<file path="src/rtl/uen_gate_pkg.sv">
// Package: shared result types for the user-enable access gate.
// Assumes consumers treat VERD_NONE as "no decision" only internally.
package uen_gate_pkg;

    typedef enum logic [1:0] {
        VERD_OK    = 2'd0,
        VERD_UNDEF = 2'd1,
        VERD_TRAP  = 2'd2,
        VERD_NONE  = 2'd3
    } verdict_e;

    localparam logic ROUTE_SYS = 1'b0;  // wide-state system-access trap
    localparam logic ROUTE_HYP = 1'b1;  // narrow-state hypervisor trap

    typedef struct packed {
        verdict_e   verdict;
        logic [1:0] level;
        logic       route;
    } decision_t;

endpackage

</file>
<file path="src/rtl/uen_enc_match.sv">
// Module: compares the decoded access fields against the register's fixed
// encoding. Assumes the fields are stable while the strobe is high.
module uen_enc_match #(
    parameter int          CP_W   = 4,
    parameter int          OP1_W  = 3,
    parameter int          CRN_W  = 4,
    parameter int          CRM_W  = 4,
    parameter int          OP2_W  = 3,
    parameter logic [CP_W-1:0]  CP_VAL  = 4'b1111,
    parameter logic [OP1_W-1:0] OP1_VAL = 3'b000,
    parameter logic [CRN_W-1:0] CRN_VAL = 4'b1101,
    parameter logic [CRM_W-1:0] CRM_VAL = 4'b0010,
    parameter logic [OP2_W-1:0] OP2_VAL = 3'b011
) (
    input  logic [CP_W-1:0]  coproc,
    input  logic [OP1_W-1:0] opc1,
    input  logic [CRN_W-1:0] crn,
    input  logic [CRM_W-1:0] crm,
    input  logic [OP2_W-1:0] opc2,
    output logic             hit
);
    localparam int N_FIELDS = 5;

    logic [N_FIELDS-1:0] field_eq;

    // Per-field equality, then all fields must agree.
    always_comb begin
        field_eq[0] = (coproc == CP_VAL);
        field_eq[1] = (opc1   == OP1_VAL);
        field_eq[2] = (crn    == CRN_VAL);
        field_eq[3] = (crm    == CRM_VAL);
        field_eq[4] = (opc2   == OP2_VAL);
        hit         = &field_eq;
    end
endmodule

</file>
<file path="src/rtl/uen_trap_chain.sv">
// Module: fixed-priority trap arbitration for one access. Purely combinational.
// Assumes cur_level is 0..3 and that flags describe the current context.
module uen_trap_chain
    import uen_gate_pkg::*;
(
    input  logic [1:0] lvl,
    input  logic       is_write,
    input  logic       feat_monitor,
    input  logic       feat_narrow_isa,
    input  logic       l2_enabled,
    input  logic       l2_wide_impl,
    input  logic       l2_narrow_impl,
    input  logic       l2_narrow,
    input  logic       l3_present,
    input  logic       l3_wide_impl,
    input  logic       l3_narrow,
    input  logic       l0_host,
    input  logic       l3_undef_prio,
    input  logic       l3_undef,
    input  logic       l3_acc_trap,
    input  logic       l2w_grp_trap,
    input  logic       l2n_grp_trap,
    input  logic       l2w_mon_trap,
    input  logic       l2n_mon_trap,
    output decision_t  dec
);
    logic l3_gate, l2w_form, l2n_form;
    logic early_undef, late_trap;
    logic w_grp_hit, n_grp_hit, w_mon_hit, n_mon_hit;

    // Context qualifiers: which forms of each check are live.
    always_comb begin
        l3_gate     = l3_present & l3_wide_impl & ~l3_narrow;
        l2w_form    = l2_enabled & l2_wide_impl & ~l2_narrow;
        l2n_form    = l2_enabled & l2_narrow_impl & l2_narrow;
        early_undef = l3_gate & l3_undef_prio & l3_acc_trap;
        late_trap   = l3_gate & l3_acc_trap;
        w_grp_hit   = l2w_form & l2w_grp_trap & ~((lvl == 2'd0) & l0_host);
        n_grp_hit   = l2n_form & l2n_grp_trap;
        w_mon_hit   = l2w_form & l2w_mon_trap;
        n_mon_hit   = l2n_form & l2n_mon_trap;
    end

    // Priority chain: first matching check decides the result.
    always_comb begin
        dec = '{verdict: VERD_OK, level: 2'd0, route: ROUTE_SYS};
        if (!(feat_monitor && feat_narrow_isa)) begin
            dec.verdict = VERD_UNDEF;
        end else if (lvl == 2'd3) begin
            dec.verdict = VERD_OK;
        end else if (lvl == 2'd2) begin
            if (early_undef) begin
                dec.verdict = VERD_UNDEF;
            end else if (late_trap) begin
                if (l3_undef) dec.verdict = VERD_UNDEF;
                else          dec = '{verdict: VERD_TRAP, level: 2'd3, route: ROUTE_SYS};
            end
        end else if ((lvl == 2'd0) && is_write) begin
            dec.verdict = VERD_UNDEF;
        end else if (early_undef) begin
            dec.verdict = VERD_UNDEF;
        end else if (w_grp_hit) begin
            dec = '{verdict: VERD_TRAP, level: 2'd2, route: ROUTE_SYS};
        end else if (n_grp_hit) begin
            dec = '{verdict: VERD_TRAP, level: 2'd2, route: ROUTE_HYP};
        end else if (w_mon_hit) begin
            dec = '{verdict: VERD_TRAP, level: 2'd2, route: ROUTE_SYS};
        end else if (n_mon_hit) begin
            dec = '{verdict: VERD_TRAP, level: 2'd2, route: ROUTE_HYP};
        end else if (late_trap) begin
            if (l3_undef) dec.verdict = VERD_UNDEF;
            else          dec = '{verdict: VERD_TRAP, level: 2'd3, route: ROUTE_SYS};
        end
    end
endmodule

</file>
<file path="src/rtl/uen_ctrl_reg.sv">
// Module: the storage word. Only bits set in RW_MASK are kept; others read 0.
// Assumes wr_en is asserted only for completed writes.
module uen_ctrl_reg #(
    parameter int                DATA_W  = 32,
    parameter logic [DATA_W-1:0] RW_MASK = 32'h0000_0001
) (
    input  logic              clk,
    input  logic              rst_n,
    input  logic              wr_en,
    input  logic [DATA_W-1:0] wr_data,
    output logic [DATA_W-1:0] rd_data,
    output logic              enable_bit
);
    logic [DATA_W-1:0] reg_q;

    // Store writable bits on a committed write; clear on reset.
    always_ff @(posedge clk) begin
        if (!rst_n)     reg_q <= '0;
        else if (wr_en) reg_q <= wr_data & RW_MASK;
    end

    // Expose masked content and the enable flag.
    always_comb begin
        rd_data    = reg_q & RW_MASK;
        enable_bit = reg_q[0];
    end


    reg_change_chk: assert property (@(posedge clk) disable iff (!rst_n)
        (reg_q != $past(reg_q)) |-> $past(wr_en));
endmodule

</file>
<file path="src/rtl/uen_access_gate.sv">
// Module: top of the user-enable access gate. Matches the encoding, runs the
// trap chain, registers the one-hot response one cycle after the strobe and
// commits completed writes. Assumes at most one access per cycle.
module uen_access_gate
    import uen_gate_pkg::*;
#(
    parameter int         DATA_W   = 32,
    parameter int         SYN_W    = 8,
    parameter logic [SYN_W-1:0] SYN_CODE = 8'h03,
    parameter logic [DATA_W-1:0] RW_MASK = 32'h0000_0001
) (
    input  logic              clk,
    input  logic              rst_n,
    input  logic              acc_valid,
    input  logic [3:0]        acc_coproc,
    input  logic [2:0]        acc_opc1,
    input  logic [3:0]        acc_crn,
    input  logic [3:0]        acc_crm,
    input  logic [2:0]        acc_opc2,
    input  logic              acc_write,
    input  logic [DATA_W-1:0] acc_wdata,
    input  logic [1:0]        cur_level,
    input  logic              feat_monitor,
    input  logic              feat_narrow_isa,
    input  logic              l2_enabled,
    input  logic              l2_wide_impl,
    input  logic              l2_narrow_impl,
    input  logic              l2_narrow,
    input  logic              l3_present,
    input  logic              l3_wide_impl,
    input  logic              l3_narrow,
    input  logic              l0_host,
    input  logic              l3_undef_prio,
    input  logic              l3_undef,
    input  logic              l3_acc_trap,
    input  logic              l2w_grp_trap,
    input  logic              l2n_grp_trap,
    input  logic              l2w_mon_trap,
    input  logic              l2n_mon_trap,
    output logic              rsp_valid,
    output logic              rsp_ok,
    output logic              rsp_undef,
    output logic              rsp_trap,
    output logic [1:0]        rsp_level,
    output logic              rsp_route,
    output logic [SYN_W-1:0]  rsp_syndrome,
    output logic [DATA_W-1:0] rsp_rdata,
    output logic              mon_enable
);
    logic              enc_hit;
    logic              take;
    logic              commit_wr;
    decision_t         dec;
    logic [DATA_W-1:0] cur_word;

    uen_enc_match u_match (
        .coproc (acc_coproc),
        .opc1   (acc_opc1),
        .crn    (acc_crn),
        .crm    (acc_crm),
        .opc2   (acc_opc2),
        .hit    (enc_hit)
    );

    uen_trap_chain u_chain (
        .lvl             (cur_level),
        .is_write        (acc_write),
        .feat_monitor    (feat_monitor),
        .feat_narrow_isa (feat_narrow_isa),
        .l2_enabled      (l2_enabled),
        .l2_wide_impl    (l2_wide_impl),
        .l2_narrow_impl  (l2_narrow_impl),
        .l2_narrow       (l2_narrow),
        .l3_present      (l3_present),
        .l3_wide_impl    (l3_wide_impl),
        .l3_narrow       (l3_narrow),
        .l0_host         (l0_host),
        .l3_undef_prio   (l3_undef_prio),
        .l3_undef        (l3_undef),
        .l3_acc_trap     (l3_acc_trap),
        .l2w_grp_trap    (l2w_grp_trap),
        .l2n_grp_trap    (l2n_grp_trap),
        .l2w_mon_trap    (l2w_mon_trap),
        .l2n_mon_trap    (l2n_mon_trap),
        .dec             (dec)
    );

    // Qualify the strobe and decide whether a write commits.
    always_comb begin
        take      = acc_valid & enc_hit;
        commit_wr = take & acc_write & (dec.verdict == VERD_OK);
    end

    uen_ctrl_reg #(
        .DATA_W  (DATA_W),
        .RW_MASK (RW_MASK)
    ) u_reg (
        .clk        (clk),
        .rst_n      (rst_n),
        .wr_en      (commit_wr),
        .wr_data    (acc_wdata),
        .rd_data    (cur_word),
        .enable_bit (mon_enable)
    );

    // Register the response fields one cycle after the strobe.
    always_ff @(posedge clk) begin
        if (!rst_n || !take) begin
            rsp_valid    <= 1'b0;
            rsp_ok       <= 1'b0;
            rsp_undef    <= 1'b0;
            rsp_trap     <= 1'b0;
            rsp_level    <= 2'd0;
            rsp_route    <= 1'b0;
            rsp_syndrome <= '0;
            rsp_rdata    <= '0;
        end else begin
            rsp_valid    <= 1'b1;
            rsp_ok       <= (dec.verdict == VERD_OK);
            rsp_undef    <= (dec.verdict == VERD_UNDEF);
            rsp_trap     <= (dec.verdict == VERD_TRAP);
            rsp_level    <= (dec.verdict == VERD_TRAP) ? dec.level : 2'd0;
            rsp_route    <= (dec.verdict == VERD_TRAP) ? dec.route : 1'b0;
            rsp_syndrome <= (dec.verdict == VERD_TRAP) ? SYN_CODE : '0;
            rsp_rdata    <= ((dec.verdict == VERD_OK) && !acc_write) ? cur_word : '0;
        end
    end


    resp_onehot_chk: assert property (@(posedge clk) disable iff (!rst_n)
        rsp_valid |-> ($countones({rsp_ok, rsp_undef, rsp_trap}) == 1));

    idle_quiet_chk: assert property (@(posedge clk) disable iff (!rst_n)
        !rsp_valid |-> ({rsp_ok, rsp_undef, rsp_trap} == 3'b000));

    resp_timing_chk: assert property (@(posedge clk) disable iff (!rst_n)
        rsp_valid |-> $past(acc_valid));

    trap_syndrome_chk: assert property (@(posedge clk) disable iff (!rst_n)
        rsp_trap |-> (rsp_syndrome == SYN_CODE && rsp_level >= 2'd2));

    l0_write_undef_chk: assert property (@(posedge clk) disable iff (!rst_n)
        (acc_valid && enc_hit && acc_write && cur_level == 2'd0) |=> rsp_undef);

    l3_always_ok_chk: assert property (@(posedge clk) disable iff (!rst_n)
        (acc_valid && enc_hit && cur_level == 2'd3 && feat_monitor && feat_narrow_isa)
        |=> rsp_ok);

    l2_only_up_chk: assert property (@(posedge clk) disable iff (!rst_n)
        (rsp_trap && $past(cur_level) == 2'd2) |-> (rsp_level == 2'd3));
endmodule

</file>
<file path="config.mk">
export PLATFORM = sky130hd
export DESIGN_NAME = uen_access_gate
export DESIGN_NICKNAME = d
export VERILOG_FILES = /design/src/rtl/uen_gate_pkg.sv /design/src/rtl/uen_enc_match.sv /design/src/rtl/uen_trap_chain.sv /design/src/rtl/uen_ctrl_reg.sv /design/src/rtl/uen_access_gate.sv
export SDC_FILE = /design/constraint.sdc
export NUM_CORES = 1
export LEC_CHECK = 0
export BUFFER_PORTS_ARGS = -buffer_cell sky130_fd_sc_hd__buf_2
export CAP_MARGIN = 20
export CORE_MARGIN = 2
export CORE_UTILIZATION = 38
export CTS_CLUSTER_DIAMETER = 50
export DETAILED_ROUTE_END_ITERATION = 6
export HOLD_SLACK_MARGIN = 0.03
export PLACE_DENSITY = 0.79
export SLEW_MARGIN = 30
export SYNTH_ARGS = -nofsm -noshare
export SYNTH_HDL_FRONTEND = slang
export SYNTH_HIERARCHICAL = 1
export SYNTH_SLANG_ARGS = --single-unit
</file>
<file path="constraint.sdc">
create_clock -name clk -period 2.8 [get_ports clk]
set_clock_uncertainty 0.2 [all_clocks]
set_input_delay 0.56 -clock clk [delete_from_list [all_inputs] [get_ports clk]]
set_output_delay 0.56 -clock clk [all_outputs]
set_load 0.05 [all_outputs]
</file>
==> impl_metrics.json <==
{
  "min_path_cells": 1,
  "fillers": 426,
  "port_buffers": 83,
  "synth_edf_count": 0,
  "synth_compound_area_share_pct": 2.753,
  "crit_start": "l0_host",
  "tritoncts": "yes",
  "synth-simple-area-share_pct": 27.16,
  "synthAdderAreaFrac_pct": 0,
  "status": "finished clean",
  "start_util_pct": 39.16,
  "diodes": 0,
  "rr_endpoint": "u_reg/reg_q[0]",
  "cts_made_buffers": 5,
  "fin_crit_ns": 2.456,
  "drv_cap": 0,
  "clock-sinks": 40,
  "pre_cts_ws_ns": 0.05389,
  "hp-class": "reg -> reg",
  "async_reset_ff_share_pct": 0,
  "cp_max_fo": 3,
  "vias": 1246,
  "tns_ns": 0,
  "place_congestion": 0.7117,
  "critPathKind": "in -> reg",
  "power_density_nw_per_um2": 501.0,
  "seq_area_um2": 800.8,
  "finalSetupViolCount": 0,
  "syn_area_um2": 1682,
  "holdWs_ns": 0.3000,
  "drt_iter0_markers": 26,
  "syn2layout_area_growth_pct": 23.14,
  "cts_hold_buf": 0,
  "fin_nets": 323,
  "drtAntennaViolNets": 0,
  "power.leakage_nw": 1.188,
  "regToRegSetupSlack_ns": 2.00,
  "drt-total-wl_mm": 2.670,
  "min-delay-start": "u_reg/reg_q[0]",
  "ys.flop_type": "dfxtp_1",
  "grt_use_total_pct": 11.43,
  "root_buffer": "clkbuf_8",
  "gr-total-overflow": 0,
  "grt_first_pass_wirelength_mm": 4.402,
  "avgSynthCellArea_um2": 10.01,
  "cts_setup_buffers": 0,
  "end_kind": "flip-flop",
  "drive_above_1_share_pct": 41.20,
  "io-pin-count": 121,
  "drc": 0,
  "post-route-period-util_pct": 87.73,
  "fmax_mhz": 407.1,
  "yosys.area.top_type": "dfxtp_1",
  "final_common_cell": "buf_2",
  "yosysTopAreaCellShare_pct": 47.62,
  "die_h_um": 70.52,
  "peakVddDrop_uv": 195.8,
  "clk_pin_slew_ns": 0.07,
  "ys_ff_latch": 40,
  "yosysWarningCount": 6,
  "firstDrtPassIters": 2,
  "ff2ff_path_depth": 2,
  "drv_slew": 0,
  "start_kind": "primary input",
  "dieArea_um2": 4973,
  "mostFrequentLayoutCells": "buf_2, dfxtp_1, conb_1",
  "multiInputGateArea_um2": 655.6,
  "muxShareOfSynthArea_pct": 0.5952,
  "hpwlAfterDp_mm": 2.120,
  "yosysSeqAreaShare_pct": 47.62,
  "ctsResizeCount": 0,
  "antenna_found_initial": 0,
  "synthTopCellsByArea": "dfxtp_1, buf_4, and3_1",
  "tightestPinTransition_ns": 0.7468,
  "vias_per_cell": 4.126,
  "grt_max_degree": 33,
  "r2r-start": "u_reg/reg_q[0]",
  "synth-xor-area-share_pct": 0,
  "rsz0062_at_grt": "no",
  "clk_latency_ns": 0.28,
  "clk_path_buf_depth": 2,
  "ys_types": 32,
  "syn_inst": 168,
  "finalWorstSetupSlack_ns": 0.3436,
  "rows": 24,
  "maxSlewHeadroom_pct": 50.22,
  "required_ns": 2.78,
  "cp.arrival_ns": 2.43,
  "synth_top_family_by_area": "simple AND/OR/NAND/NOR gates",
  "whs_endpoint": "rsp_rdata[0]",
  "grt_pass1_vias": 1069,
  "fp.dieW_um": 70.52,
  "hold_violations": 0,
  "htreeDepth": 2,
  "core_area_um2": 4294,
  "wl_per_cell_um": 8.841
}
==> per-stage QoR <==
| stage | area [µm²] | std cells | util, % | total power, mW |
|---|---|---|---|---|
| after CTS | 2071 | 302 | 48.22 | 1.049 |
| after global routing | 2071 | 302 | 48.22 | 1.090 |
| after global placement | 1974 | 295 | 45.98 | 0.6592 |
| final | 2071 | 302 | 48.22 | 1.037 |
| after floorplan | 1817 | 203 | - | 0.6608 |
| after detailed placement | 1974 | 295 | 45.98 | 0.6605 |
==> layer usage <==
metal	vias to the layer above	wire [µm]	track usage (%)
met1	508	1060	11.62
met4	0	44	5.769
li1	661	-	-
met5	-	0	0
met3	5	273	4.329
met2	72	1291	20.34
==> worst max-delay path, stage by stage <==
cell      delay, ns
buf_2          0.09
nor4b_2        0.15
o41ai_2        0.36
nor4_1         0.08
or4_4          0.48
and4bb_4       0.32
and2_1         0.14
mux2i_1        0.18
nor2b_1        0.05
==> state kept, by name (all words and copies together) (netlist names) <==
register      cells
u_reg/reg_q       1
rsp_route         1
rsp_rdata        32
rsp_ok            1
rsp_syndrome      1
rsp_valid         1
rsp_level         2
rsp_undef         1
==> cell type report <==
cell class / instances / area share, %
clock buffers: 7 / 4.653
inverters: 2 / 0.3625
multi-input cells: 114 / 31.66
flip-flops and latches: 40 / 38.67
well taps: 52 / 3.142
repair buffers: 87 / 21.51
==> synth_stat cells, types with 2 or more instances <==
cell type / count
a21oi_1: 3
and3_1: 29
and3_2: 3
buf_4: 41
buf_6: 3
clkbuf_1: 3
conb_1: 2
dfxtp_1: 40
inv_1: 2
nand2_1: 6
nand3_1: 2
nand4b_1: 3
nor2_1: 5
nor2b_1: 2
nor3_1: 5
nor3b_1: 2
or4_1: 2
==> worst max-delay path by stage <==
stage / slack (ns) / end
after floorplan: 0.005 / u_reg/reg_q[0]
after global placement: 0.07 / u_reg/reg_q[0]
after detailed placement: 0.05 / u_reg/reg_q[0]
after CTS: 0.34 / u_reg/reg_q[0]
after global routing: 0.22 / u_reg/reg_q[0]
final: 0.34 / u_reg/reg_q[0]
==> cell families after synthesis <==
logic type / Yosys count
AOI/OAI and AO/OA: 6
buffers and inverters: 49
DFF: 40
muxes: 1
other: 2
and+or+nand+nor: 70
==> report_power, final <==
part / internal (mW) / total (mW) / switching (mW)
Sequential: 0.569 / 0.569 / 0.0000000264
Clock: 0.219 / 0.389 / 0.170
Combinational: 0.0325 / 0.0794 / 0.0468
Total: 0.820 / 1.04 / 0.217
No activity file was read; power rests on OpenSTA's default activity.
